--- src/rtl/rpc_pkg.sv ---
package rpc_pkg;
  typedef struct packed {
    logic tp_alt;
    logic aui_alt;
  } rpc_cfg_t;

  localparam rpc_cfg_t RPC_CFG_RST = '{tp_alt: 1'b0, aui_alt: 1'b0};
endpackage

--- src/rtl/rpc_cfg.sv ---
module rpc_cfg
  import rpc_pkg::*;
(
  input  logic     clk_i,
  input  logic     rst_ni,
  input  logic     we_i,
  input  rpc_cfg_t cfg_i,
  output rpc_cfg_t cfg_o
);
  rpc_cfg_t cfg_q;

  always_ff @(posedge clk_i or negedge rst_ni) begin
    if (!rst_ni)   cfg_q <= RPC_CFG_RST;
    else if (we_i) cfg_q <= cfg_i;
  end

  assign cfg_o = cfg_q;
endmodule

--- src/rtl/rpc_col_mon.sv ---
module rpc_col_mon #(
  parameter int COL_LIMIT = 32,
  parameter int LONG_COL  = 1024
) (
  input  logic clk_i,
  input  logic rst_ni,
  input  logic en_i,
  input  logic tick_i,
  input  logic col_i,
  input  logic clr_cnt_i,
  output logic part_set_o
);
  localparam int CW = $clog2(COL_LIMIT + 1);
  localparam int LW = $clog2(LONG_COL + 2);
  localparam logic [CW-1:0] CNT_MAX  = CW'(COL_LIMIT);
  localparam logic [CW-1:0] CNT_TRIP = CW'(COL_LIMIT - 1);
  localparam logic [LW-1:0] LEN_MAX  = LW'(LONG_COL + 1);
  localparam logic [LW-1:0] LEN_TRIP = LW'(LONG_COL);

  logic          col_q;
  logic [CW-1:0] cnt_q;
  logic [LW-1:0] len_q;
  logic          rise;

  assign rise = col_i & ~col_q;

  always_ff @(posedge clk_i or negedge rst_ni) begin
    if (!rst_ni) begin
      col_q <= 1'b0;
      cnt_q <= '0;
      len_q <= '0;
    end else if (!en_i) begin
      col_q <= 1'b0;
      cnt_q <= '0;
      len_q <= '0;
    end else begin
      col_q <= col_i;
      if (clr_cnt_i)                    cnt_q <= '0;
      else if (rise && cnt_q != CNT_MAX) cnt_q <= cnt_q + 1'b1;
      if (!col_i)                          len_q <= '0;
      else if (tick_i && len_q != LEN_MAX) len_q <= len_q + 1'b1;
    end
  end

  // trip on the event that completes the run, or the strobe that passes the limit
  assign part_set_o = en_i & ((rise & (cnt_q >= CNT_TRIP)) |
                              (col_i & tick_i & (len_q == LEN_TRIP)));
endmodule

--- src/rtl/rpc_pkt_mon.sv ---
module rpc_pkt_mon #(
  parameter int RECON_LEN = 512
) (
  input  logic clk_i,
  input  logic rst_ni,
  input  logic en_i,
  input  logic tick_i,
  input  logic tx_i,
  input  logic rx_i,
  input  logic part_i,
  input  logic alt_i,
  output logic clean_end_o,
  output logic recon_o
);
  localparam int PW = $clog2(RECON_LEN + 2);
  localparam logic [PW-1:0] LEN_MAX = PW'(RECON_LEN + 1);

  logic          act, col;
  logic          in_pkt_q, pcol_q, prx_q;
  logic [PW-1:0] len_q;

  assign act = tx_i | rx_i;
  assign col = tx_i & rx_i;

  always_ff @(posedge clk_i or negedge rst_ni) begin
    if (!rst_ni) begin
      in_pkt_q <= 1'b0;
      pcol_q   <= 1'b0;
      prx_q    <= 1'b0;
      len_q    <= '0;
    end else if (!en_i) begin
      in_pkt_q <= 1'b0;
      pcol_q   <= 1'b0;
      prx_q    <= 1'b0;
      len_q    <= '0;
    end else if (act) begin
      if (!in_pkt_q) begin
        in_pkt_q <= 1'b1;
        len_q    <= {{(PW-1){1'b0}}, tick_i};
        pcol_q   <= col;
        prx_q    <= rx_i;
      end else begin
        if (tick_i && len_q != LEN_MAX) len_q <= len_q + 1'b1;
        pcol_q <= pcol_q | col;
        prx_q  <= prx_q | rx_i;
      end
    end else begin
      in_pkt_q <= 1'b0;
    end
  end

  assign clean_end_o = en_i & in_pkt_q & ~act & ~pcol_q;
  assign recon_o     = clean_end_o & part_i & (len_q == LEN_MAX) & (~alt_i | ~prx_q);
endmodule

--- src/rtl/rpt_part_ctl.sv ---
module rpt_part_ctl
  import rpc_pkg::*;
#(
  parameter int N_TP      = 4,
  parameter int COL_LIMIT = 32,
  parameter int LONG_COL  = 1024,
  parameter int RECON_LEN = 512,
  localparam int NP       = N_TP + 1
) (
  input  logic          clk_i,
  input  logic          rst_ni,
  input  logic          cfg_we_i,
  input  logic          tp_alt_i,
  input  logic          aui_alt_i,
  input  logic [NP-1:0] port_en_i,
  input  logic [NP-1:0] bit_tick_i,
  input  logic [NP-1:0] tx_act_i,
  input  logic [NP-1:0] rx_act_i,
  output logic [NP-1:0] part_o,
  output logic [NP-1:0] col_o,
  output logic [NP-1:0] rx_fwd_o
);
  rpc_cfg_t cfg_d, cfg_q;

  assign cfg_d = '{tp_alt: tp_alt_i, aui_alt: aui_alt_i};

  rpc_cfg u_cfg (
    .clk_i (clk_i),
    .rst_ni(rst_ni),
    .we_i  (cfg_we_i),
    .cfg_i (cfg_d),
    .cfg_o (cfg_q)
  );

  for (genvar i = 0; i < NP; i++) begin : g_port
    logic alt, col, part_q, part_set, clean_end, recon;

    if (i == N_TP) begin : g_aui
      assign alt = cfg_q.aui_alt;
    end else begin : g_tp
      assign alt = cfg_q.tp_alt;
    end

    assign col = tx_act_i[i] & rx_act_i[i];

    rpc_col_mon #(.COL_LIMIT(COL_LIMIT), .LONG_COL(LONG_COL)) u_col (
      .clk_i     (clk_i),
      .rst_ni    (rst_ni),
      .en_i      (port_en_i[i]),
      .tick_i    (bit_tick_i[i]),
      .col_i     (col),
      .clr_cnt_i (clean_end),
      .part_set_o(part_set)
    );

    rpc_pkt_mon #(.RECON_LEN(RECON_LEN)) u_pkt (
      .clk_i      (clk_i),
      .rst_ni     (rst_ni),
      .en_i       (port_en_i[i]),
      .tick_i     (bit_tick_i[i]),
      .tx_i       (tx_act_i[i]),
      .rx_i       (rx_act_i[i]),
      .part_i     (part_q),
      .alt_i      (alt),
      .clean_end_o(clean_end),
      .recon_o    (recon)
    );

    always_ff @(posedge clk_i or negedge rst_ni) begin
      if (!rst_ni)           part_q <= 1'b0;
      else if (!port_en_i[i]) part_q <= 1'b0;
      else if (part_set)     part_q <= 1'b1;
      else if (recon)        part_q <= 1'b0;
    end

    assign part_o[i]   = part_q & port_en_i[i];
    assign col_o[i]    = col & port_en_i[i];
    assign rx_fwd_o[i] = rx_act_i[i] & port_en_i[i] & ~part_q;
  end
endmodule

--- config.mk ---
export PLATFORM = sky130hd
export DESIGN_NAME = rpt_part_ctl
export DESIGN_NICKNAME = d
export VERILOG_FILES = /design/src/rtl/rpc_pkg.sv /design/src/rtl/rpc_cfg.sv /design/src/rtl/rpc_col_mon.sv /design/src/rtl/rpc_pkt_mon.sv /design/src/rtl/rpt_part_ctl.sv
export SDC_FILE = /design/constraint.sdc
export NUM_CORES = 1
export LEC_CHECK = 0
export BUFFER_PORTS_ARGS = -buffer_cell sky130_fd_sc_hd__buf_2
export CORE_AREA = 5 5 186 152
export CTS_CLUSTER_DIAMETER = 40
export DETAILED_ROUTE_END_ITERATION = 16
export DIE_AREA = 0 0 191 157
export GPL_TIMING_DRIVEN = 0
export PLACE_DENSITY = 0.62
export REMOVE_ABC_BUFFERS = 1
export SYNTH_ARGS = -nofsm -noshare
export SYNTH_HDL_FRONTEND = slang
export SYNTH_SLANG_ARGS = --single-unit
--- constraint.sdc ---
create_clock -name clk_i -period 1.9 [get_ports clk_i]
set_input_delay 0.57 -clock clk_i [delete_from_list [all_inputs] [get_ports clk_i]]
set_output_delay 0.57 -clock clk_i [all_outputs]
set_load 0.005 [all_outputs]
==> flow_metrics.tcl, run 1 <==
set metrics [dict create \
    sw_frac_of_total_pct 24.4 \
    hold_violations 0 \
    postSynthCellCount 965 \
    grtUsageMet2_pct 20.3 \
    pin_count 40 \
    grt_pass1_wl_um 33700 \
    violations "setup timing" \
    place_area_um2 9620 \
    postLayoutCoreUtil_pct 40.5 \
    fp-row-count 53 \
    finalPower_mw 7.77 \
    cts_tree "built" \
    antenna_cells 0 \
    fmaxAchievable_mhz 522 \
    cap_violations 0 \
    synth_cell_types 64 \
    vias 7324 \
    synth-edff-count 0 \
    power_density_nw_per_um2 736 \
    synth_flop_cell "dfrtp_1" \
    fin_ws_ns -0.0155 \
    ir_worst_vdd_mv 0.615 \
    wl_per_cell_um 14.3 \
    finalCritPeriodShare_pct 101 \
    seq_area_um2 4060 \
    synth_common_cells "dfrtp_1, nor2_1, nand2_1" \
    period_minus_slack_ns 1.92 \
    ys_seq_elements 162 \
    totalWireLength_um 19800 \
    required_ns 2.25 \
    die-area_um2 30000 \
    initial_core_util_pct 34.7 \
    drtPass1Iterations 4 \
    yosys.area.top_type "dfrtp_1" \
    grt_setup_unrepaired "yes" \
    final_cell_area_um2 10600 \
    yosys-top-cells-area "dfrtp_1, ha_1, nor2_1" \
    finalSetupViolCount 1 \
    clkLatencyLatePin_ns 0.43 \
    via_per_inst 5.28 \
    clock_sinks 162 \
    pwr-share-seq_pct 46.1 \
    maxSlewHeadroom_pct 54.3 \
    crit_type "reg -> reg" \
    worstPathMaxFanout 5 \
    remaining_drc_errors 0 \
    gp_congestion 0.845 \
    cts_buffers 17 \
    area_growth_pct 16.9 \
    ys_warn_count 0 \
    synth_top_area_share_pct 44.9 \
    port_buffers 39 \
    p_switching_mw 1.90 \
    finClkSkew_ns 0.00811 \
    multiInputGateArea_um2 4890 \
    die_y_um 157 \
    arrival_ns 2.26 \
    netlist_area_um2 9030 \
    met3_usage_pct 2.97 \
    clock_path_buffers 2 \
    end_kind "register" \
    combPwrFrac_pct 7.0 \
    grtUsageTotal_pct 13.4 \
    top_usage_layer "met2" \
    cp-start-kind "register" \
    clockPowerShare_pct 46.9 \
    core-area_um2 26100 \
    drive_gt1_share_pct 12.7 \
    status "complete, but fails checks" \
    dp_cells 1337 \
    yosysSeqAreaShare_pct 44.9 \
    hp-class "in -> async" \
    h-tree-depth 4 \
    fill_cells 2555 \
    grt_antenna_before_repair 0 \
    syn_area_per_cell_um2 9.36 \
    final_nets 1077 \
    yosysMostFrequentCell "dfrtp_1" \
    cts.reportedPaths.clkPinSlew_ns 0.07 \
    drv_slew 0 \
    grt_max_degree 109 \
    dpl.hpwl_um 13300 \
    worstMarginPinSlew_ns 0.678 \
    fin_cells 1387 \
    async_flop_share_pct 100 \
    use_met1_pct 19.2 \
    die_w_um 191 \
    drt_iter0_drc 455 \
    grt_pass1_vias 6951 \
    power_leakage_nw 4.53 \
    grt.overflow.total 0 \
    clock-root-buffer "clkbuf_16" \
    antenna_left 0 \
    intPower_mw 5.87 \
]
[layout by cell type (no fill, tap or decap), drive strengths merged, types with 7 or more instances in the layout]
cell	Yosys	routed
dfrtp	162	162
inv	44	45
nand4	38	38
nor2	98	98
ha	35	35
nor3	26	26
o211ai	7	7
nor2b	15	15
xor2	37	37
buf	2	58
and2	14	14
xnor2	30	30
a31o	7	7
nor4	14	14
mux2i	15	15
and3	20	20
o31ai	32	32
nand2	83	83
nand3	53	53
or3	16	16
clkbuf	23	21
o21a	8	8
a21boi	12	12
nand3b	9	9
and4	12	12
a41oi	10	10
or4	15	15
a21oi	28	28
o21ai	48	48
[cells by family (layout without fill, tap and decap cells)]
logic type,count (synthesis),in the layout,synth area share [%]
AO/OA/AOI/OAI,180,180,13.5
XOR/XNOR,67,67,6.50
adder cells (fa/ha/maj),35,35,4.85
buffers and inverters,69,134,2.90
flip-flops,162,162,44.9
multiplexers,17,17,1.91
AND/OR/NAND/NOR,435,435,25.5
[critical path, cell delays in order (launching register included)]
cell and delay (ns):
dfrtp_1 0.39, or4_4 0.56, buf_6 0.15, nor4_4 0.34, or4_4 0.21, mux2i_1 0.18
[power by group through the flow]
stage | clock [mW] | sequential (mW) | combinational (mW)
2_1_floorplan | 0 | 3.62 | 0.274
4_1_cts | 3.78 | 3.58 | 0.542
3_3_place_gp | 0 | 3.65 | 0.493
3_5_place_dp | 0 | 3.65 | 0.512
5_1_grt | 3.91 | 3.59 | 0.624
6_report | 3.65 | 3.58 | 0.542
[path summary, 6_finish.rpt]
check	start	end	slack, ns	cells after the start
worst max-delay path	g_port[1].u_pkt.len_q[5]$_DFFE_PN0P_	g_port[1].u_pkt.len_q[6]$_DFFE_PN0P_	-0.02	5
worst min-delay path	rst_ni	g_port[0].u_pkt.len_q[8]$_DFFE_PN0P_	0.03	1
worst max register to register	g_port[1].u_pkt.len_q[5]$_DFFE_PN0P_	g_port[1].u_pkt.len_q[6]$_DFFE_PN0P_	-0.02	5
worst min register to register	g_port[2].u_pkt.prx_q$_DFFE_PN0P_	g_port[2].u_pkt.prx_q$_DFFE_PN0P_	0.49	2
max in group asynchronous	rst_ni	g_port[3].u_pkt.len_q[4]$_DFFE_PN0P_	0.94	2
min in group clk_i	tp_alt_i	u_cfg.cfg_o[1]$_DFFE_PN0P_	0.37	2
[layer usage]
metal  share of wire (%)  wire [um]
met1                  51      10100
met2                  44       8690
met3                 3.8        753
met4                 1.6        319
met5                   0          0
[through the flow]
stage	TNS (ns)	hold slack (ns)	setup WS, ns
after detailed placement	-10.32	0.472	-0.422
after global routing	-0.267	0.0772	-0.0481
final	-0.0155	0.0265	-0.0155
after CTS	0	0.0585	0.000668
after floorplan	-0.404	0.274	-0.0920
after global placement	-407.70	0.463	-2.48
[what timing repair did]
item | 4_1_cts | 5_1_grt
setup endpoints to repair | 28 | 23
resized for setup | 26 | 15
hold buffers | 0 | 0
buffers inserted | 9 | 9
pin swaps | 6 | 5
endpoints found under the hold margin | 0 | 0
[area by class of cell]
class                           instances  area share (%)
Multi-Input combinational cell        734            46.3
Tap cell                              357            4.23
Inverter                               44            1.56
Sequential cell                       162            38.4
Timing Repair Buffer                   58            3.61
Clock inverter                         11            1.45
Clock buffer                           21            4.45
[sequential cells by signal (all words and copies together) (netlist names)]
name                   count
g_port.u_col.len_q        55
g_port.u_pkt.len_q        50
g_port.u_col.cnt_q        30
g_port.part_q              5
g_port.u_col.col_q         5
g_port.u_pkt.in_pkt_q      5
g_port.u_pkt.pcol_q        5
g_port.u_pkt.prx_q         5
u_cfg.cfg_o                2
(Power assumes the default switching activity.)
==> run 2, diff against run 1 <==
--- a/config.mk
+++ b/config.mk
@@ -6,12 +6,13 @@
 export NUM_CORES = 1
 export LEC_CHECK = 0
 export BUFFER_PORTS_ARGS = -buffer_cell sky130_fd_sc_hd__buf_2
-export CORE_AREA = 5 5 186 152
+export CORE_AREA = 5 5 148 122
 export CTS_CLUSTER_DIAMETER = 40
 export DETAILED_ROUTE_END_ITERATION = 16
-export DIE_AREA = 0 0 191 157
+export DIE_AREA = 0 0 153 127
 export GPL_TIMING_DRIVEN = 0
-export PLACE_DENSITY = 0.62
+export HOLD_SLACK_MARGIN = 0.15
+export PLACE_DENSITY = 0.86
 export REMOVE_ABC_BUFFERS = 1
 export SYNTH_ARGS = -nofsm -noshare
 export SYNTH_HDL_FRONTEND = slang
==> flow_metrics.tcl, run 2 (synthesis results as in run 1) <==
set metrics [dict create \
    place_area_um2 9440 \
    fin_tns_setup_ns -0.0171 \
    worstMarginPinSlew_ns 0.652 \
    arrival_ns 2.28 \
    grt.overflow.total 0 \
    cts_buffers 17 \
    drive_gt1_share_pct 11.9 \
    cts_tree "built" \
    vias 7391 \
    drt_iter0_drc 555 \
    pre_cts_slack_ns -0.378 \
    grt_max_degree 122 \
    final_nets 1067 \
    hold_violations 0 \
    r2r_cells 4 \
    r2r_start "g_port[1].u_pkt.len_q[6]$_DFFE_PN0P_" \
    worstPathMaxFanout 6 \
    fin_cells 1240 \
    largest_reg_flops 55 \
    postLayoutCoreUtil_pct 62.9 \
    pin_count 40 \
    final_cell_area_um2 10300 \
    required_ns 2.26 \
    h-tree-depth 4 \
    maxSlewHeadroom_pct 55.9 \
    cp-start-kind "register" \
    finalSetupViolCount 1 \
    port_buffers 39 \
    max_flop_register "g_port.u_col.len_q" \
    ir_worst_vdd_mv 0.591 \
    period_minus_slack_ns 1.92 \
    grtUsageTotal_pct 20.4 \
    final_common_cell "dfrtp_1" \
    die-area_um2 19400 \
    gp_congestion 0.906 \
    startpoint "g_port[1].u_pkt.len_q[6]$_DFFE_PN0P_" \
    fmaxAchievable_mhz 522 \
    critPathCapture "g_port[1].u_pkt.len_q[5]$_DFFE_PN0P_" \
    wl_per_cell_um 15.7 \
    totalWireLength_um 19400 \
    status "complete, but fails checks" \
    finalCritPeriodShare_pct 101 \
    grt_setup_unrepaired "yes" \
    seq_area_um2 4060 \
    clkLatencyLatePin_ns 0.43 \
    fill_cells 1324 \
    finalHoldWorstSlack_ns 0.368 \
    initial_core_util_pct 55.4 \
    antenna_cells 0 \
    drv_slew 0 \
    fp-row-count 42 \
    r2r_slack_ns -0.02 \
    grt_pass1_vias 7240 \
    power_leakage_nw 4.47 \
    via_per_inst 5.96 \
    die_y_um 127 \
    finalPower_mw 7.60 \
    grt_antenna_before_repair 0 \
    end_kind "register" \
    cap_violations 0 \
    dpl.hpwl_um 12900 \
    core-area_um2 16300 \
    fin_ws_ns -0.0171 \
    clock_path_buffers 2 \
    multiInputGateArea_um2 4860 \
    worst_r2r_endpoint "g_port[1].u_pkt.len_q[5]$_DFFE_PN0P_" \
    clock_sinks 162 \
    power_density_nw_per_um2 741 \
    die_w_um 153 \
    clock-root-buffer "clkbuf_16" \
    final_cell_mix "dfrtp_1, nor2_1, nand2_1" \
    hp-class "in -> reg" \
    remaining_drc_errors 0 \
    dp_cells 1200 \
    cts.reportedPaths.clkPinSlew_ns 0.06 \
    violations "setup timing" \
    crit_type "reg -> reg" \
    grt_pass1_wl_um 33800 \
    drtPass1Iterations 6 \
    antenna_left 0 \
    finClkSkew_ns 0.00926 \
    top_regs "g_port.u_col.len_q: 55 flops, g_port.u_pkt.len_q: 50 flops, g_port.u_col.cnt_q: 30 flops" \
    area_growth_pct 13.5 \
]
-- run 2: changes by cell type in the layout (fill, tap and decap cells not counted), sizes merged --
cell,previous run,this run
clkinv,4,6
buf,58,46
clkbuf,21,19
inv,45,49
bufinv,3,2
clkinvlp,3,1
dlygate4sd3,0,1
-- run 2: area by class of cell --
cell class                 instances  area share (%)
clock inverter                    14            1.49
clock buffer                      18            4.28
tap                              220            2.68
inverter                          44            1.61
multi-input combinational        734            47.4
timing repair buffer              48            2.99
sequential                       162            39.6
-- run 2: worst min-delay path by stage --
stage / start / to / slack (ns) / depth (start not counted)
6_report: tp_alt_i / u_cfg.cfg_o[1]$_DFFE_PN0P_ / 0.37 / 2
5_1_grt: tp_alt_i / u_cfg.cfg_o[1]$_DFFE_PN0P_ / 0.36 / 2
4_1_cts: tp_alt_i / u_cfg.cfg_o[1]$_DFFE_PN0P_ / 0.36 / 2
3_5_place_dp: rst_ni / g_port[0].u_pkt.len_q[0]$_DFFE_PN0P_ / 0.48 / 1
3_3_place_gp: g_port[1].u_pkt.prx_q$_DFFE_PN0P_ / g_port[1].u_pkt.prx_q$_DFFE_PN0P_ / 0.46 / 2
2_1_floorplan: rst_ni / g_port[0].part_q$_DFFE_PN0P_ / 0.27 / 0
-- run 2: metal layers --
| metal | share of wire, % | track usage [%] | wire, um | vias to the layer above |
|---|---|---|---|---|
| met5 | 0 | 0 | 0 | - |
| met4 | 1.2 | 5.81 | 231 | 0 |
| met3 | 3.9 | 4.43 | 767 | 26 |
| met2 | 47 | 33.0 | 9210 | 158 |
| met1 | 47 | 28.3 | 9220 | 3618 |
| li1 | - | - | - | 3589 |
-- run 2: critical path: stages, from the launching register on --
cell and delay (ns):
dfrtp_2 0.41, or4_4 0.58, or4_4 0.49, a31o_1 0.24
a21oi_2 0.12
-- run 2: power by group --
group          total (mW)  switching (mW)  internal (mW)
combinational       0.537           0.358          0.179
sequential           3.59          0.0762           3.51
clock                3.48            1.49           1.99
total                7.60            1.92           5.68
-- run 2: what timing repair did --
action	CTS	global route
pin swaps	1	3
resized for setup	21	17
setup buffers	5	2
gates cloned	0	0
hold buffers	1	0
hold endpoints to repair	41	0
setup endpoints to repair	27	34
==> run 3, diff against run 2 <==
--- a/config.mk
+++ b/config.mk
@@ -5,7 +5,7 @@
 export SDC_FILE = /design/constraint.sdc
 export NUM_CORES = 1
 export LEC_CHECK = 0
-export BUFFER_PORTS_ARGS = -buffer_cell sky130_fd_sc_hd__buf_2
+export BUFFER_PORTS_ARGS = -buffer_cell sky130_fd_sc_hd__buf_4
 export CORE_AREA = 5 5 148 122
 export CTS_CLUSTER_DIAMETER = 40
 export DETAILED_ROUTE_END_ITERATION = 16
==> flow_metrics.tcl, run 3 (synthesis results as in run 1) <==
set metrics [dict create \
    cap_violations 0 \
    fin_ws_ns 0.00390 \
    wl_per_cell_um 15.9 \
    final_nets 1070 \
    cts_tree "built" \
    fmaxAchievable_mhz 527 \
    clkLatencyLatePin_ns 0.44 \
    postLayoutCoreUtil_pct 63.8 \
    grt.overflow.total 0 \
    die_w_um 153 \
    h-tree-depth 4 \
    antenna_left 0 \
    port_buffers 39 \
    grt_pass1_wl_um 34100 \
    power_density_nw_per_um2 741 \
    largest_reg_flops 55 \
    startpoint "g_port[1].u_pkt.len_q[6]$_DFFE_PN0P_" \
    end_kind "register" \
    crit_chain "or4_4 -> or4_4 -> a31o_1 -> a21oi_2" \
    final_common_cell "dfrtp_1" \
    grt_max_degree 104 \
    totalWireLength_um 19800 \
    r2r_start "g_port[1].u_pkt.len_q[6]$_DFFE_PN0P_" \
    dpl.hpwl_um 13100 \
    fp-row-count 42 \
    remaining_drc_errors 0 \
    finalSetupViolCount 0 \
    top_regs "g_port.u_col.len_q: 55 flops, g_port.u_pkt.len_q: 50 flops, g_port.u_col.cnt_q: 30 flops" \
    clock_sinks 162 \
    worstMarginPinSlew_ns 0.643 \
    cp-start-kind "register" \
    drv_slew 0 \
    die-area_um2 19400 \
    path_common_cell "or4_4" \
    grt_setup_unrepaired "yes" \
    finalHoldWorstSlack_ns 0.366 \
    power_leakage_nw 4.51 \
    required_ns 2.26 \
    via_per_inst 6.05 \
    drtPass1Iterations 5 \
    cts_buffers 17 \
    finClkSkew_ns 0.0125 \
    crit_cells 4 \
    pin_count 40 \
    finalCritPeriodShare_pct 99.8 \
    crit_type "reg -> reg" \
    finalPower_mw 7.70 \
    grtUsageTotal_pct 20.7 \
    critPathCapture "g_port[1].u_pkt.len_q[5]$_DFFE_PN0P_" \
    pre_cts_slack_ns -0.370 \
    max_flop_register "g_port.u_col.len_q" \
    cp_slowest_stage_delay_ns 0.56 \
    die_y_um 127 \
    critical-path-top-delay-family "simple AND/OR/NAND/NOR gates" \
    worst_r2r_endpoint "g_port[1].u_pkt.len_q[5]$_DFFE_PN0P_" \
    grt_pass1_vias 7110 \
    hp-class "in -> reg" \
    drt_iter0_drc 449 \
    arrival_ns 2.25 \
    vias 7521 \
    gp_congestion 0.884 \
    ir_worst_vdd_mv 0.592 \
    crit_path_top_delay_cell "or4_4" \
    dp_cells 1200 \
    hold_violations 0 \
    cts.reportedPaths.clkPinSlew_ns 0.06 \
    status "completed" \
    worstPathMaxFanout 6 \
    clock_path_buffers 2 \
    r2r_slack_ns 0.004 \
    maxSlewHeadroom_pct 57.1 \
    grt_antenna_before_repair 1 \
    r2r_cells 4 \
    final_cell_mix "dfrtp_1, nor2_1, nand2_1" \
    area_growth_pct 15.0 \
    period_minus_slack_ns 1.90 \
    clock-root-buffer "clkbuf_16" \
    path_buf_inv 0 \
    fin_cells 1243 \
    fill_cells 1309 \
    initial_core_util_pct 55.4 \
    core-area_um2 16300 \
    antenna_cells 0 \
    drive_gt1_share_pct 12.1 \
]
[run 3: cell count changes in the layout (fill, tap and decap cells not counted), moves of 2 or more]
cell        change
inv_6           -2
buf_4          +39
clkinv_2        -2
clkinvlp_4      +3
buf_2          -35
[run 3: worst min-delay path by stage]
stage | start | to | slack [ns] | cells past startpoint
3_3_place_gp | g_port[1].u_pkt.prx_q$_DFFE_PN0P_ | g_port[1].u_pkt.prx_q$_DFFE_PN0P_ | 0.46 | 2
3_5_place_dp | g_port[2].u_pkt.prx_q$_DFFE_PN0P_ | g_port[2].u_pkt.prx_q$_DFFE_PN0P_ | 0.47 | 2
4_1_cts | tp_alt_i | u_cfg.cfg_o[1]$_DFFE_PN0P_ | 0.36 | 2
2_1_floorplan | rst_ni | g_port[0].part_q$_DFFE_PN0P_ | 0.27 | 0
6_report | aui_alt_i | u_cfg.cfg_o[0]$_DFFE_PN0P_ | 0.37 | 2
5_1_grt | aui_alt_i | u_cfg.cfg_o[0]$_DFFE_PN0P_ | 0.36 | 2
[run 3: repair_timing]
action / in CTS / in global routing
gates cloned: 0 / 0
hold buffers: 1 / 0
endpoints found under the setup margin: 26 / 28
pin swaps: 5 / 4
endpoints found under the hold margin: 59 / 0
setup buffers: 8 / 2
gates resized for setup: 17 / 20
[run 3: where the power goes]
group	internal [mW]	switching (mW)
combinational	0.196	0.360
sequential	3.51	0.0744
clock	2.09	1.48
[run 3: final cells by class]
type                       count  area (um^2)  area share (%)
inverter                      44          165            1.59
tap                          220          275            2.65
timing repair buffer          51          417            4.01
clock inverter                14          180            1.73
clock buffer                  18          429            4.13
multi-input combinational    734         4870            46.8
sequential                   162         4060            39.0
[run 3: metal layers]
layer | global-route usage [%] | wire length [um] | vias up
met1 | 29.3 | 9290 | 3685
met5 | 0 | 0 | -
met2 | 32.6 | 9330 | 194
li1 | - | - | 3610
met3 | 3.92 | 848 | 32
met4 | 6.34 | 320 | 0
[run 3: stage by stage]
stage	setup TNS [ns]	cell area, um^2
after floorplan	-0.404	8940
after global placement	-104.49	9500
after detailed placement	-7.70	9540
after CTS	-0.0532	10300
after global routing	-0.410	10400
final	0	10400
